===== src/rtl/st_pkg.sv =====
package st_pkg;

  typedef enum logic [1:0] {
    MODE_SCAN = 2'b00,
    MODE_PRPG = 2'b01,
    MODE_LOAD = 2'b10,
    MODE_MISR = 2'b11
  } st_mode_e;

  // Feedback coefficients (bit i = x^i, x^w implied) of a primitive polynomial.
  function automatic logic [63:0] default_poly(int w);
    case (w)
      3:       return 64'h3;
      4:       return 64'h3;
      5:       return 64'h5;
      8:       return 64'h1D;
      16:      return 64'h100B;
      32:      return 64'h0040_0007;
      default: return 64'h3;
    endcase
  endfunction

endpackage


===== src/rtl/st_galois_step.sv =====
module st_galois_step #(
  parameter int unsigned           WIDTH = 8,
  parameter logic [WIDTH-1:0]      POLY  = 8'h1D
) (
  input  logic [WIDTH-1:0] cur,
  output logic [WIDTH-1:0] nxt
);

  localparam int unsigned MSB = WIDTH - 1;

  // Multiply by x modulo the feedback polynomial (internal-XOR form).
  for (genvar i = 0; i < WIDTH; i++) begin : g_stage
    if (i == 0) begin : g_head
      assign nxt[i] = cur[MSB];
    end else begin : g_body
      assign nxt[i] = cur[i-1] ^ (POLY[i] & cur[MSB]);
    end
  end

endmodule


===== src/rtl/st_stage_sel.sv =====
module st_stage_sel #(
  parameter int unsigned WIDTH = 8
) (
  input  st_pkg::st_mode_e  mode,
  input  logic [WIDTH-1:0]  shift_src,
  input  logic [WIDTH-1:0]  galois,
  input  logic [WIDTH-1:0]  par_d,
  output logic [WIDTH-1:0]  nxt
);

  import st_pkg::*;

  for (genvar i = 0; i < WIDTH; i++) begin : g_bit
    always_comb begin
      unique case (mode)
        MODE_SCAN: nxt[i] = shift_src[i];
        MODE_PRPG: nxt[i] = galois[i];
        MODE_LOAD: nxt[i] = par_d[i];
        MODE_MISR: nxt[i] = galois[i] ^ par_d[i];
        default:   nxt[i] = 1'b0;
      endcase
    end
  end

endmodule


===== src/rtl/selftest_reg.sv =====
module selftest_reg #(
  parameter int unsigned      WIDTH = 8,
  parameter logic [WIDTH-1:0] POLY  = WIDTH'(st_pkg::default_poly(WIDTH))
) (
  input  logic             clk,
  input  logic             rst_n,
  input  logic [1:0]       mode,
  input  logic [WIDTH-1:0] par_d,
  input  logic             scan_in,
  output logic [WIDTH-1:0] par_q,
  output logic             scan_out
);

  import st_pkg::*;

  localparam int unsigned MSB = WIDTH - 1;

  st_mode_e         mode_e;
  logic [WIDTH-1:0] state_q;
  logic [WIDTH-1:0] shift_src;
  logic [WIDTH-1:0] galois;
  logic [WIDTH-1:0] state_d;

  assign mode_e    = st_mode_e'(mode);
  assign shift_src = {state_q[MSB-1:0], scan_in};

  st_galois_step #(.WIDTH(WIDTH), .POLY(POLY)) u_step (
    .cur (state_q),
    .nxt (galois)
  );

  st_stage_sel #(.WIDTH(WIDTH)) u_sel (
    .mode      (mode_e),
    .shift_src (shift_src),
    .galois    (galois),
    .par_d     (par_d),
    .nxt       (state_d)
  );

  always_ff @(posedge clk or negedge rst_n) begin
    if (!rst_n) state_q <= '0;
    else        state_q <= state_d;
  end

  assign par_q    = state_q;
  assign scan_out = state_q[MSB];

  // cleared whenever reset is held
  always_comb begin
    if (!rst_n) a_r1_reset_clear: assert (par_q == '0);
  end

  // scan mode shifts one place toward the last stage
  a_r2_scan_shift: assert property (@(posedge clk) disable iff (!rst_n)
    mode == 2'b00 |=> par_q == {$past(par_q[MSB-1:0]), $past(scan_in)});

  // serial output follows the last stage on the next cycle as well
  a_r3_scan_out_tracks: assert property (@(posedge clk) disable iff (!rst_n)
    mode == 2'b00 |=> scan_out == $past(par_q[MSB-1]));

  // normal mode captures parallel input
  a_r5_load: assert property (@(posedge clk) disable iff (!rst_n)
    mode == 2'b10 |=> par_q == $past(par_d));

  // pattern source locks at zero
  a_r7_zero_lock: assert property (@(posedge clk) disable iff (!rst_n)
    (mode == 2'b01 && par_q == '0) |=> par_q == '0);

  // pattern source never reaches zero from a non-zero state
  a_r8_nonzero_kept: assert property (@(posedge clk) disable iff (!rst_n)
    (mode == 2'b01 && par_q != '0) |=> par_q != '0);

  // pattern source rotates last stage into stage 0
  a_r6_head_feed: assert property (@(posedge clk) disable iff (!rst_n)
    mode == 2'b01 |=> par_q[0] == $past(par_q[MSB]));

endmodule


===== config.mk =====
export PLATFORM = sky130hd
export DESIGN_NAME = selftest_reg
export DESIGN_NICKNAME = d
export VERILOG_FILES = /design/src/rtl/st_pkg.sv /design/src/rtl/st_galois_step.sv /design/src/rtl/st_stage_sel.sv /design/src/rtl/selftest_reg.sv
export SDC_FILE = /design/constraint.sdc
export NUM_CORES = 1
export LEC_CHECK = 0
export CAP_MARGIN = 20
export CORE_MARGIN = 4
export CORE_UTILIZATION = 35
export CTS_BUF_LIST = sky130_fd_sc_hd__clkbuf_16
export DETAILED_ROUTE_END_ITERATION = 10
export PLACE_DENSITY = 0.71
export SLEW_MARGIN = 20
export SYNTH_ARGS = -nofsm -noshare
export SYNTH_HDL_FRONTEND = slang
export SYNTH_SLANG_ARGS = --single-unit

===== constraint.sdc =====
create_clock -name clk -period 1 [get_ports clk]
set_input_delay 0.2 -clock clk [delete_from_list [all_inputs] [get_ports clk]]
set_output_delay 0.2 -clock clk [all_outputs]
set_load 0.02 [all_outputs]

# Word-level counts from Yosys, hierarchy flattened
# Index checks and enable logic that the tools add are counted.
# W data, S select, Z words.
[classes]
eq_ne = 3
n_mux = 8
bitwise = 11
reduce_logical = 2
[ops]
columns = ["cell", "n"]
rows = [
  ["$pmux W1 S4", 4],
  ["$pmux W1 S3", 4],
  ["$xor A1 B1 Y1", 11],
  ["$eq A2 B2 Y1 const B", 2],
  ["$eq A2 B1 Y1 const B", 1],
  ["$logic_not A2 Y1", 1],
  ["$reduce_or A2 Y1", 1],
]
[totals]
regBits = 8
in_bits = 13
out_inout_bits = 9
elab_cells = 25

# Logic depth before layout (Yosys ltp)
# Gate-level depths: netlist of run 1.
[depth]
word_depth = 3
depth_mapped = 4
mapped_depth_nobuf = 3

# By module
# From an unflattened synthesis of run 1, not the netlist that was laid out.
[unflattened]
cells_unflattened = 62
hier_area_um2 = 655.6
[by_module_without_submodules]
columns = ["module", "n_inst", "cells_each", "area_per_inst_um2"]
rows = [
  ["st_stage_sel", 1, 45, 384.1],
  ["selftest_reg", 1, 9, 207.7],
  ["st_galois_step", 1, 8, 63.8],
]

# Worst setup path after synthesis of run 1
# No wires, ideal clock.
[synth_timing]
kind = "reg-to-reg"
startpoint = "reg state_q[7], in the netlist par_q[7]"
endpoint = "reg state_q[2], in the netlist par_q[2]"
setup_time_ns = 0.080
t_arrival_ns = 1.097
t_required_ns = 0.920
setup_slack_ns = -0.177
stages_incl_launch_ff = 5
period_less_slack_ns = 1.177
cell_sequence = "dfrtp_1 > buf_4 > nand2_2 > mux2_2 > o211ai_2"
[synth_between]
elab_chain_cells = 3
[synth_lines]
columns = ["item", "line_no", "rtl"]
rows = [
  ["start: declaration", "selftest_reg.sv:19", "logic [WIDTH-1:0] state_q;"],
  ["start signal: assignment", "selftest_reg.sv:42", "else state_q <= state_d;"],
  ["$xor A1 B1 Y1 (*)", "st_galois_step.sv:16", "assign nxt[i] = cur[i-1] ^ (POLY[i] & cur[MSB]);"],
  ["$xor A1 B1 Y1", "st_stage_sel.sv:19", "MODE_MISR: nxt[i] = galois[i] ^ par_d[i];"],
  ["$pmux W1 S4 (*)", "st_stage_sel.sv:15", "unique case (mode)"],
  ["named net state_d[2]", "selftest_reg.sv:22", "logic [WIDTH-1:0] state_d;"],
]
# Mark *: on every way through the listed nets, which the timed path passes. The rest lies on a longest branch.

# Final worst setup path of run 1
# Same ends and word-level chain as after synthesis.

==> impl_metrics.tcl, run 1 <==
set metrics [dict create \
    slew_headroom_pct 88.7 \
    port_buffers 21 \
    cts_tree "yes" \
    critPathKind "reg -> reg" \
    clk_latency_ns 0.23 \
    startpoint "par_q[7]" \
    grt_max_degree 9 \
    initial_utilization_pct 39.0 \
    worstPathArrival_ns 1.22 \
    h-tree-depth 1 \
    core_um2 1380 \
    ys_ff_latch 8 \
    vias_per_cell 5.28 \
    die_w_um 47.3 \
    setup-tns-final_ns -0.270 \
    cts_root_buf "clkbuf_16" \
    irDropWorstVdd_mv 1.47 \
    min_period_ns 1.07 \
    grt_pass1_vias 557 \
    first_pass_iters 4 \
    via_count 570 \
    postRouteAntennaNets 0 \
    antenna_cells 0 \
    p_leak_nw 0.434 \
    synthTopCellsByCount "dfrtp_1, a21oi_1, o21ai_0" \
    area_growth_pct 78.4 \
    setup.worst_path.end_class "flop" \
    path_max_fanout 7 \
    synth_cell_types 19 \
    drv_cap 0 \
    setup_viol 6 \
    final_area_um2 962 \
    skew_ns 0.00423 \
    power_mw 2.03 \
    layout.nets 107 \
    place_congestion 0.727 \
    antenna_found_initial 0 \
    syn_area_um2 539 \
    postSynthCellCount 56 \
    timing.rr.start "par_q[7]" \
    postPlaceCellArea_um2 865 \
    fp.dieH_um 47.3 \
    drive_gt1_share_pct 45.2 \
    worst_pin_slew_ns 0.170 \
    synth_top_area_share_pct 37.1 \
    ys_seq_area_share_pct 37.1 \
    reg2reg_to "par_q[2]" \
    setup_ws_ns -0.0683 \
    grt-ovfl-total 0 \
    wl_per_cell_um 14.6 \
    synth_top_area_cell "dfrtp_1" \
    hold_path_class "in -> async" \
    ys.warnings.count 0 \
    synth.avg_cell_area_um2 9.63 \
    cts_buffer_depth 2 \
    yosysMostFrequentCell "dfrtp_1" \
    crit_path_start_kind "flop" \
    required_ns 1.15 \
    synth_nets 69 \
    remaining_drc_errors 0 \
    rrSetupSlack_ns -0.07 \
    grt_pass1_wl_um 2460 \
    synth_area_leaders "dfrtp_1, o211ai_2, mux2_2, a21oi_1, mux2i_1" \
    synth_edf_count 0 \
    largest_reg_flops 8 \
    fmax_mhz 936 \
    num_rows 13 \
    status "finished, violations left" \
    p_per_area_nw_per_um2 2110 \
    period_share_pct 107 \
    cts.sinks 8 \
    rsz0062_at_grt "true" \
    die_area_um2 2230 \
    cts.clk_slew.worst_paths_ns 0.04 \
    pin_count 22 \
    async_reset_ff_share_pct 100 \
    postLayoutCoreUtil_pct 69.6 \
    cts-buffers-inserted 3 \
    grt.total_usage_pct 16.8 \
    violations "negative setup slack" \
    slew_violations 0 \
    synthFlopType "dfrtp_1" \
    endpoint "par_q[2]" \
    r2r_cells 4 \
    drt_iter0_drc 10 \
    hpwl_um 1080 \
    hold_viol_final 0 \
    wl_um 1570 \
]
## critical path: stages, from the launching register on
cell	delay, ns
dfrtp_2	0.37
buf_8	0.14
nand2_4	0.07
mux2_2	0.27
o211ai_2	0.13
## layout make-up
class,instances,area [um^2]
multi-input cells,43,345
fillers,114,420
flip-flops and latches,8,201
well taps,15,18.8
clock buffers,3,75.1
repair buffers,38,318
clock inverters,1,3.75
## cell usage in the layout (no fill, tap or decap)
| cell | count |
|---|---|
| mux2i_1 | 3 |
| buf_8 | 1 |
| clkdlybuf4s50_1 | 10 |
| a21o_1 | 1 |
| nand3b_1 | 3 |
| nand2_1 | 3 |
| buf_2 | 7 |
| nand2_4 | 1 |
| dlygate4sd2_1 | 2 |
| a21oi_2 | 1 |
| nand3_1 | 3 |
| dfrtp_1 | 7 |
| nor2_1 | 2 |
| inv_1 | 1 |
| buf_6 | 4 |
| mux2_2 | 3 |
| a21oi_1 | 5 |
| o211ai_1 | 1 |
| clkbuf_16 | 3 |
| nand2b_4 | 1 |
| nand2b_1 | 1 |
| o22a_1 | 3 |
| o211ai_2 | 3 |
| buf_4 | 14 |
| xor2_2 | 3 |
| o21ai_0 | 4 |
| dfrtp_2 | 1 |
| nand4_1 | 2 |
## cells by family after synthesis
family | after synthesis | synth area share [%]
XOR/XNOR | 3 | 4.87
buffers and inverters | 5 | 6.03
AND/OR/NAND/NOR | 16 | 16.2
flip-flops | 8 | 37.1
multiplexers | 6 | 11.8
AO/OA/AOI/OAI | 18 | 23.9
## how the worst min path moves through the flow
stage	startpoint	end	slack, ns	cells past startpoint
2_1_floorplan	rst_n	par_q[0]	-0.1	0
3_3_place_gp	rst_n	par_q[1]	0.50	2
3_5_place_dp	rst_n	par_q[1]	0.50	2
4_1_cts	rst_n	par_q[3]	0.26	2
5_1_grt	rst_n	par_q[3]	0.27	2
6_report	rst_n	par_q[7]	0.26	2
## where the power goes
| group | switching (mW) | internal, mW | leakage, nW | total [mW] |
|---|---|---|---|---|
| registers | 0.0494 | 0.409 | 0.0920 | 0.458 |
| logic | 0.432 | 0.448 | 0.300 | 0.880 |
| clock network | 0.170 | 0.522 | 0.0423 | 0.692 |
## through the flow
step / instances / setup WS, ns / hold slack [ns]
6_report: 108 / -0.0683 / 0.259
2_1_floorplan: 56 / -0.0931 / -0.0956
3_3_place_gp: 104 / -0.347 / 0.502
5_1_grt: 108 / -0.138 / 0.272
3_5_place_dp: 104 / -0.364 / 0.499
4_1_cts: 108 / -0.0628 / 0.262
## timing repair
item,4_1_cts,5_1_grt
setup endpoints to repair,16,8
gates resized for setup,46,6
setup buffers,0,0
pin swaps,7,1
hold buffers,0,0
## metal layers
layer	GRT usage [%]	vias to the layer above	share of wire, %
met3	5.75	2	5.1
met1	18.1	269	38
met5	0	-	0
li1	-	280	-
met4	6.63	0	1.0
met2	29.7	19	56
Power figures use the tool's default switching activity.
==> inputs of run 2 (changes only) <==
Settings changed: SETUP_SLACK_MARGIN set to 0.15.
==> run 2 against run 1 <==
Effect of this change:
- cell area grew 6.0%
- critical endpoint unchanged
- combinational power grew 12%
- highest routed layer unchanged
- sequential cell count is the same
- clock power shrank 0.7%
- the flow still finishes with violations (negative setup slack)
- clock skew shrank 0.00072 ns
- largest cell class is now non-clock buffers
- worst setup slack lost 0.0093 ns
==> impl_metrics.tcl, run 2 (synthesis results as in run 1) <==
set metrics [dict create \
    status "finished, violations left" \
    violations "negative setup slack" \
    hold_buffers 0 \
    setup-tns-final_ns -0.246 \
    setup_viol 6 \
    layout.nets 107 \
    slowest_stage "dfrtp_2" \
    worstPathArrival_ns 1.19 \
    place_congestion 0.728 \
    core_um2 1380 \
    antenna_cells 0 \
    most-common-layout-cells "buf_6, clkdlybuf4s50_1, buf_4" \
    remaining_drc_errors 0 \
    first_pass_iters 4 \
    setup_ws_ns -0.0775 \
    required_ns 1.11 \
    wl_per_cell_um 15.7 \
    hold_viol_final 0 \
    cts_buffer_depth 2 \
    port_buffers 21 \
    crit_path_start_kind "flop" \
    fp.dieH_um 47.3 \
    worstPathCellList "buf_8 -> xor2_2 -> o22a_1 -> o211ai_2" \
    initial_utilization_pct 39.0 \
    skew_ns 0.00351 \
    p_leak_nw 0.457 \
    grt_pass1_vias 560 \
    hold_path_class "in -> async" \
    die_w_um 47.3 \
    critPathKind "reg -> reg" \
    worst_path_largest_cell_delay_ns 0.41 \
    antenna_found_initial 0 \
    h-tree-depth 1 \
    cts.sinks 8 \
    worst_pin_slew_ns 0.166 \
    timing.hold.ws_ns 0.260 \
    grt.total_usage_pct 17.1 \
    p_per_area_nw_per_um2 2110 \
    clk_latency_ns 0.23 \
    area_growth_pct 89.1 \
    via_count 554 \
    num_rows 13 \
    drive_gt1_share_pct 47.3 \
    path_buf_inv 1 \
    cts_root_buf "clkbuf_16" \
    slew_headroom_pct 88.9 \
    vias_per_cell 5.13 \
    hpwl_um 1130 \
    slew_violations 0 \
    path_max_fanout 7 \
    rsz0062_at_grt "true" \
    cts.clk_slew.worst_paths_ns 0.04 \
    fmax_mhz 928 \
    wl_um 1700 \
    setup.worst_path.end_class "flop" \
    pin_count 22 \
    min_period_ns 1.08 \
    die_area_um2 2230 \
    cts_tree "yes" \
    drv_cap 0 \
    grt-ovfl-total 0 \
    mostFrequentLayoutCell "buf_6" \
    grt_max_degree 9 \
    grt_pass1_wl_um 2480 \
    drt_iter0_drc 2 \
    irDropWorstVdd_mv 1.21 \
    largest_reg_flops 8 \
    postRouteAntennaNets 0 \
    cts-buffers-inserted 3 \
    period_share_pct 108 \
    crit_family "flip-flops" \
]
[run 2: area by class of cell]
class                           instances  area (um^2)
Multi-Input combinational cell         43          348
Clock buffer                            3         75.1
Tap cell                               15         18.8
Clock inverter                          1         3.75
Fill cell                             102          363
Sequential cell                         8          201
Timing Repair Buffer                   38          373
[run 2: path summary, 6_finish.rpt]
kind                       slack [ns]       end  cells after the start      from
max                             -0.08  par_q[2]                      4  par_q[7]
min                              0.26  par_q[7]                      2     rst_n
max reg2reg                     -0.08  par_q[2]                      4  par_q[7]
min reg2reg                      0.64  par_q[1]                      3  par_q[0]
max in group asynchronous        0.59  par_q[7]                      2     rst_n
min in group clk                 0.35  par_q[1]                      3  par_d[1]
[run 2: routing by layer]
| layer | vias up | track usage, % | wire, um |
|---|---|---|---|
| li1 | 277 | - | - |
| met1 | 256 | 20.2 | 663 |
| met2 | 19 | 27.8 | 931 |
| met3 | 2 | 2.68 | 75 |
| met4 | 0 | 12.2 | 27 |
| met5 | - | 0 | 0 |
[run 2: metrics by stage]
stage | cells | utilization (%) | area [um^2] | power, mW | worst slack [ns]
finish | 108 | 73.8 | 1020 | 2.15 | -0.0775
global route | 108 | 73.8 | 1020 | 2.26 | -0.115
CTS | 108 | 70.7 | 977 | 2.09 | -0.0630
detailed placement | 104 | 62.5 | 865 | 1.32 | -0.366
global placement | 104 | 62.5 | 865 | 1.30 | -0.347
floorplan | 56 | - | 544 | 0.909 | -0.0931
[run 2: power by group]
part / internal (mW) / total (mW) / switching, mW / leakage [nW]
clock network: 0.522 / 0.687 / 0.166 / 0.0423
registers: 0.409 / 0.484 / 0.0744 / 0.0920
logic: 0.538 / 0.982 / 0.445 / 0.323
[run 2: timing repair]
item	in CTS	in global routing
hold endpoints to repair	0	0
setup endpoints to repair	17	17
pin swaps	12	6
resized for setup	62	13
buffers inserted	0	0
